File: src/rtl/nvm_clkgen_pkg.sv
// Package: shared defaults for the memory clock generator.
// Assumes: the default value fits in the value field width.
package nvm_clkgen_pkg;
    localparam int unsigned NCLK_VAL_W    = 6;
    localparam int unsigned NCLK_DFLT_VAL = 15;
endpackage

File: src/rtl/nclk_cfg_reg.sv
// Module: period value register.
// Holds the most recent written value and replaces a zero write by the default.
// Assumes: DFLT_VAL is nonzero and fits in VAL_W bits.
module nclk_cfg_reg #(
    parameter int unsigned VAL_W    = 6,
    parameter int unsigned DFLT_VAL = 15
) (
    input  logic             clk,
    input  logic             rst_n,
    input  logic             we,
    input  logic [VAL_W-1:0] wval,
    output logic [VAL_W-1:0] pend_q
);
    localparam logic [VAL_W-1:0] DFLT = VAL_W'(DFLT_VAL);

    // Store the written value, mapping the illegal zero to the default.
    always_ff @(posedge clk) begin
        if (!rst_n)
            pend_q <= DFLT;
        else if (we)
            pend_q <= (wval == '0) ? DFLT : wval;
    end
endmodule

File: src/rtl/nclk_phase_ctr.sv
// Module: period counter.
// Counts 0..act_q and loads the pending value into act_q only at the period end.
// Assumes: pend never holds zero (the register maps it away).
module nclk_phase_ctr #(
    parameter int unsigned VAL_W    = 6,
    parameter int unsigned DFLT_VAL = 15
) (
    input  logic             clk,
    input  logic             rst_n,
    input  logic [VAL_W-1:0] pend,
    output logic [VAL_W-1:0] cnt_q,
    output logic [VAL_W-1:0] act_q,
    output logic [VAL_W-1:0] cnt_nx,
    output logic [VAL_W-1:0] act_nx
);
    localparam logic [VAL_W-1:0] DFLT = VAL_W'(DFLT_VAL);

    logic at_end;

    // Next-state logic: wrap at the active limit and pick up the pending value there.
    always_comb begin
        at_end = (cnt_q == act_q);
        cnt_nx = at_end ? '0 : cnt_q + 1'b1;
        act_nx = at_end ? pend : act_q;
    end

    // State registers: start of a default-length period after reset.
    always_ff @(posedge clk) begin
        if (!rst_n) begin
            cnt_q <= '0;
            act_q <= DFLT;
        end else begin
            cnt_q <= cnt_nx;
            act_q <= act_nx;
        end
    end
endmodule

File: src/rtl/nclk_wave_out.sv
// Module: output waveform and rise strobe.
// Output is low for ceil((act+1)/2) counts, then high; both outputs registered.
// Assumes: cnt_nx and act_nx are the counter's next state.
module nclk_wave_out #(
    parameter int unsigned VAL_W = 6
) (
    input  logic             clk,
    input  logic             rst_n,
    input  logic [VAL_W-1:0] cnt_nx,
    input  logic [VAL_W-1:0] act_nx,
    output logic             clk_q,
    output logic             stb_q
);
    logic [VAL_W:0] plen;
    logic [VAL_W:0] low_len;
    logic           out_nx;

    // Decode the level of the next cycle from the next count and limit.
    always_comb begin
        plen    = {1'b0, act_nx} + 1'b1;
        low_len = plen - (plen >> 1);
        out_nx  = ({1'b0, cnt_nx} >= low_len);
    end

    // Register the level and flag its low-to-high transition.
    always_ff @(posedge clk) begin
        if (!rst_n) begin
            clk_q <= 1'b0;
            stb_q <= 1'b0;
        end else begin
            clk_q <= out_nx;
            stb_q <= out_nx & ~clk_q;
        end
    end
endmodule

File: src/rtl/nvm_clkgen.sv
// Module: programmable memory clock generator (top).
// Divides the bus clock by (value + 1); zero selects DFLT_VAL; changes apply at period end.
// Assumes: single bus clock domain, synchronous active-low reset.
module nvm_clkgen #(
    parameter int unsigned VAL_W    = nvm_clkgen_pkg::NCLK_VAL_W,
    parameter int unsigned DFLT_VAL = nvm_clkgen_pkg::NCLK_DFLT_VAL
) (
    input  logic             clk,
    input  logic             rst_n,
    input  logic             cfg_we,
    input  logic [VAL_W-1:0] cfg_val,
    output logic             nvm_clk_o,
    output logic             nvm_rise_o
);
    logic [VAL_W-1:0] pend;
    logic [VAL_W-1:0] cnt_q;
    logic [VAL_W-1:0] act_q;
    logic [VAL_W-1:0] cnt_nx;
    logic [VAL_W-1:0] act_nx;

    nclk_cfg_reg #(.VAL_W(VAL_W), .DFLT_VAL(DFLT_VAL)) u_cfg (
        .clk    (clk),
        .rst_n  (rst_n),
        .we     (cfg_we),
        .wval   (cfg_val),
        .pend_q (pend)
    );

    nclk_phase_ctr #(.VAL_W(VAL_W), .DFLT_VAL(DFLT_VAL)) u_ctr (
        .clk    (clk),
        .rst_n  (rst_n),
        .pend   (pend),
        .cnt_q  (cnt_q),
        .act_q  (act_q),
        .cnt_nx (cnt_nx),
        .act_nx (act_nx)
    );

    nclk_wave_out #(.VAL_W(VAL_W)) u_wave (
        .clk    (clk),
        .rst_n  (rst_n),
        .cnt_nx (cnt_nx),
        .act_nx (act_nx),
        .clk_q  (nvm_clk_o),
        .stb_q  (nvm_rise_o)
    );
endmodule

File: config.mk
export PLATFORM = sky130hd
export DESIGN_NAME = nvm_clkgen
export DESIGN_NICKNAME = d
export VERILOG_FILES = /design/src/rtl/nvm_clkgen_pkg.sv /design/src/rtl/nclk_cfg_reg.sv /design/src/rtl/nclk_phase_ctr.sv /design/src/rtl/nclk_wave_out.sv /design/src/rtl/nvm_clkgen.sv
export SDC_FILE = /design/constraint.sdc
export NUM_CORES = 1
export LEC_CHECK = 0
export ABC_AREA = 1
export BUFFER_PORTS_ARGS = -buffer_cell sky130_fd_sc_hd__buf_2
export CAP_MARGIN = 20
export CORE_ASPECT_RATIO = 1.75
export CORE_MARGIN = 3
export CORE_UTILIZATION = 35
export DETAILED_ROUTE_END_ITERATION = 6
export HOLD_SLACK_MARGIN = 0.1
export PLACE_DENSITY = 0.49
export SYNTH_ARGS = -nofsm -noshare
export SYNTH_HDL_FRONTEND = slang
export SYNTH_HIERARCHICAL = 1
export SYNTH_SLANG_ARGS = --single-unit
File: constraint.sdc
create_clock -name clk -period 3.7 [get_ports clk]
set_clock_uncertainty 0.2 [all_clocks]
set_input_delay 0 -clock clk [delete_from_list [all_inputs] [get_ports clk]]
set_output_delay 0 -clock clk [all_outputs]
set_load 0.01 [all_outputs]
Word level (Yosys, flattened, before mapping). Index checks and enable logic that the tools add are counted.

Bits of input ports: 9. Output and inout port bits: 2. Register bits: 20. Word-level logic and storage cells: 16.

Add/subtract/negate cells: 3. Reductions and logical operators: 1. Mux-type cells: 3. Equality and inequality tests: 1. Bitwise gates (word level): 2. $lt $le $gt $ge: 1.

Operator list (count): $mux 6 (3); $add 6x1->7 const B (1); $ge 6x7->1 (1); $sub 7x6->7 (1); $add 6x1->6 const B (1); $eq 6x6->1 (1); $logic_not 6->1 (1); $and 1x1->1 (1); $not 1->1 (1).

Depth between registers and ports, before layout.
Depth after elaboration: 6. Depth in mapped cells: 26. Gate-level depth less buffers: 25.

By module. The synthesis kept the hierarchy.

By module, submodules not included: nclk_phase_ctr (seq. area each 240.2 um^2, instances 1, area each 698.2 um^2, cells each 106); nclk_wave_out (seq. area each 40.0 um^2, instances 1, area each 615.6 um^2, cells each 100); nclk_cfg_reg (seq. area each 120.1 um^2, instances 1, area each 249.0 um^2, cells each 38).

Worst setup path after synthesis. Ideal clock, no wire load.

Kind: register to register. Start: register u_ctr.cnt_q[0]. End: register u_wave.stb_q. Path slack: 0.238 ns. Library setup time: 0.116 ns. Cell stages (with the launch flop): 25. Period minus slack after synthesis: 3.462 ns. Arrival time: 3.146 ns. Data required time: 3.384 ns. Path through: dfxtp_1 inv_2 nand2_1 nand2_1 nor2_4 nand3_2 buf_6 nand2_2 nand2_1 ha_1 xor2_1 ha_1 a21oi_1 o21ai_2 a21oi_2 xor2_1 ha_1 nand2_1 inv_1 o21ai_0 nand3_1 nand2_1 inv_1 nand3_2 nor2_2.

Word-level cells in the longest chain between the ends: 6. Elaborated cells on any way between the ends: 8. Classes of those cells: add/sub (3); order compare (1); eq/ne (1); mux (2); bitwise (1).

Ends and longest elaborated chain: from (decl) (line nclk_phase_ctr.sv:11) `output logic [VAL_W-1:0] cnt_q,`; from (signal assigned) (line nclk_phase_ctr.sv:33) `cnt_q <= cnt_nx;`; $eq 6x6->1 (line nclk_phase_ctr.sv:22) `at_end = (cnt_q == act_q);`; $mux 6 (line nclk_phase_ctr.sv:24) `act_nx = at_end ? pend : act_q;`; named net act_nx[0] (line nvm_clkgen.sv:19) `logic [VAL_W-1:0] act_nx;`; $add 6x1->7 (line nclk_wave_out.sv:20) `plen = {1'b0, act_nx} + 1'b1;`; $sub 7x6->7 (line nclk_wave_out.sv:21) `low_len = plen - (plen >> 1);`; $ge 6x7->1 (line nclk_wave_out.sv:22) `out_nx = ({1'b0, cnt_nx} >= low_len);`; $and 1x1->1 (line nclk_wave_out.sv:32) `stb_q <= out_nx & ~clk_q;`; to (signal assigned) (line nclk_wave_out.sv:32); to (decl) (line nclk_wave_out.sv:12) `output logic stb_q`.

The timed path passes the listed nets, and every way through them passes these cells. A chain may end at the register's enable or synchronous reset.

Worst setup path in the final report.
Start: register u_ctr.cnt_q[1]. End: register u_wave.clk_q.

Word-level cells in the longest chain between the ends: 5. Elaborated cells on any way between the ends: 7. Classes of those cells: add/sub (3); order compare (1); eq/ne (1); mux (2).

Ends and longest elaborated chain: $eq 6x6->1 (line nclk_phase_ctr.sv:22); $mux 6 (line nclk_phase_ctr.sv:24); named net act_nx[1] (line nvm_clkgen.sv:19); $add 6x1->7 (line nclk_wave_out.sv:20); $sub 7x6->7 (line nclk_wave_out.sv:21); $ge 6x7->1 (line nclk_wave_out.sv:22); to (signal assigned) (line nclk_wave_out.sv:31) `clk_q <= out_nx;`; to (decl) (line nclk_wave_out.sv:11) `output logic clk_q,`.

The timed path passes the listed nets, and every way through them passes these cells.

==> run summary <==
outcome -> complete, no violations
FF-to-FF Start -> u_ctr/cnt_q[1]
# DRC -> 0
Routed met2 length -> 2.38 mm
share of cells above drive strength 1 -> 0.291
diode count -> 0
DR vias -> 1,574
Largest stage delay, worst path -> 0.36 ns
crit path DAT -> 3.48 ns
worst hold slack -> 0.224 ns
Worst R2R End -> u_wave/clk_q
peak supply drop -> 171 uV
cell mode on critical path -> inv_1
# fillers -> 433
grt ovf -> 0
crit path max fanout -> 6
synthesized area -> 1560 um^2
Mean Syn Cell Area -> 6.40 um^2
clock latency on the worst-skew pair -> 0.25 ns
Worst slew margin -> 0.813
drt pass-1 iters -> 4
GRT Total Usage -> 0.152
Max Fclk -> 284 MHz
pin count of the biggest net entering global routing -> 11
crit share post-route -> 0.953
Ports -> 11
routed length on met1 -> 1.38 mm
largest area contributor in the netlist -> dfxtp_1
max cap viols -> 0
H-tree lvl count -> 1
Pwr Total -> 0.438 mW
Synth area leaders -> dfxtp_1, nand2_1, inv_1, ha_1, nor2_1
most frequent cells in the layout -> nand2_1, inv_1, nor2_1
Post-DP Area -> 1720 um^2
Cell Count, Final, Fillers Out -> 345
initial antenna violation count -> 0
clk buf depth -> 2
# setup viols final -> 0
Seq/Total Area, Yosys -> 0.256
most common cell after layout, fill and taps aside -> nand2_1
row cnt -> 31
Worst R2R Setup Slack -> 0.17 ns
Layout area overhead -> 43.2%
Via density -> 4.56
post-route cell area -> 2240 um^2
drt total wl -> 3.84 mm
Setup WS post-layout -> 0.175 ns
Post-Syn Nets -> 267
fin crit period -> 3.53 ns
DR WL/cell -> 11.1 um
Distinct cells, synth -> 20
setup_tns -> 0 ns
cts bufs inserted -> 3
CTS tree -> yes
required time of the critical path -> 3.65 ns
IO buf count -> 10
Hold Vio Cnt, Final -> 0
Root Buffer -> clkbuf_8
crit path capture -> u_wave/clk_q
initial core utilization -> 0.370
setup slack at placement -> 0.0908 ns
Syn Inst Count -> 244
die area -> 5330 um^2
Worst Setup SP -> u_ctr/cnt_q[1]
Top Metal Used -> met4
YS warnings -> 6
worst path cell trace -> nand2_1 > inv_1 > nor2_2 > nor2_4 > buf_4 > nand4_1 > nand2_4 > ha_4 > xor2_4 > buf_4 > ha_4 > nand2_2 > o21ai_4 > nand3_2 > nor2_1 > nor2_1 > xor2_1 > ha_1 > o21ai_1 > nand3_1 > nand2_1 > inv_1 > nand3_2 > inv_1
Yosys top cell area share -> 0.256
Slew Limit Fails -> 0
crit start category -> flip-flop
critical path class -> flip-flop to flip-flop
vias in the first global route -> 1,502
antenna viol nets, final -> 0
met3 routed WL -> 39 um
Die H -> 94.4 um
Final Core Density -> 0.529
Setup crit end kind -> flip-flop
fin nets -> 321
CP bufs+invs -> 5
placed cells -> 310
worst slew pin tran -> 0.280 ns
DR iter-0 viols -> 17
clk sinks -> 20
PwrDens -> 196 nW/um^2
clock slew at reported path FFs -> 0.07 ns
first-pass GRT wire length -> 6.38 mm
GP Congestion -> 0.752
Critical Path Slowest Stage Cell -> dfxtp_4
Horiz. Die Dim -> 56.5 um
Yosys reg bits -> 20
hpwl dp -> 2.98 mm
HP Class -> flip-flop to flip-flop
R2R depth -> 24
crit-path leading delay family -> simple AND/OR/NAND/NOR gates
leakage -> 1.19 nW
Core ar. -> 4230 um^2
Levels on crit path -> 24
## cells by family after synthesis
| group | synth area share |
|---|---|
| and+or+nand+nor | 0.408 |
| buffers and inverters | 0.137 |
| DFF | 0.256 |
| adders and majority gates | 0.112 |
| AOI/OAI and AO/OA | 0.0480 |
| xor gates and xnor gates | 0.0392 |
## layout make-up
type	instances	area, um^2	share of cell area
Clock buffer	3	41.3	0.0185
Inverter	54	203	0.0906
Multi-Input combinational cell	169	1100	0.492
Sequential cell	20	418	0.187
Tap cell	49	61.3	0.0274
Timing Repair Buffer	50	413	0.185
## worst min-delay path by stage
stage	start	endpoint	slack (ns)	cells after the start
2_1_floorplan	rst_n	u_ctr/act_q[0]	-0.11	1
3_3_place_gp	cfg_val[4]	u_cfg/pend_q[4]	0.04	3
3_5_place_dp	cfg_val[4]	u_cfg/pend_q[4]	0.05	3
4_1_cts	u_wave/clk_q	u_wave/stb_q	0.23	1
5_1_grt	u_wave/clk_q	u_wave/stb_q	0.24	1
6_report	u_wave/clk_q	u_wave/stb_q	0.22	1
## metal layers
layer / GRT usage / vias up
met5: 0 / -
met4: 0.0475 / 0
met3: 0.0123 / 2
met2: 0.328 / 13
met1: 0.140 / 704
li1: - / 855
## Yosys cell counts, drive strengths merged
cell	n
a21oi	7
buf	1
dfxtp	20
ha	14
inv	54
nand2	72
nand3	22
nand4	9
nor2	31
o21ai	5
o21bai	1
or2	1
xor2	7
## power by group
group | leakage, nW | internal (mW) | switching (mW)
clock | 0.0216 | 0.0722 | 0.0646
combinational | 1.00 | 0.0381 | 0.0347
sequential | 0.165 | 0.223 | 0.00572
## registers in the layout, summed over array words and instances (netlist names)
name          flops
u_wave/clk_q      1
u_ctr/cnt_q       6
u_cfg/pend_q      6
u_wave/stb_q      1
u_ctr/act_q       6
## what timing repair did
action / in CTS / in global routing
hold endpoints to repair: 15 / 0
gates resized for setup: 0 / 42
hold buffers: 22 / 0
setup buffers: 0 / 10
setup endpoints to repair: 0 / 2
(Power assumes the default switching activity.)
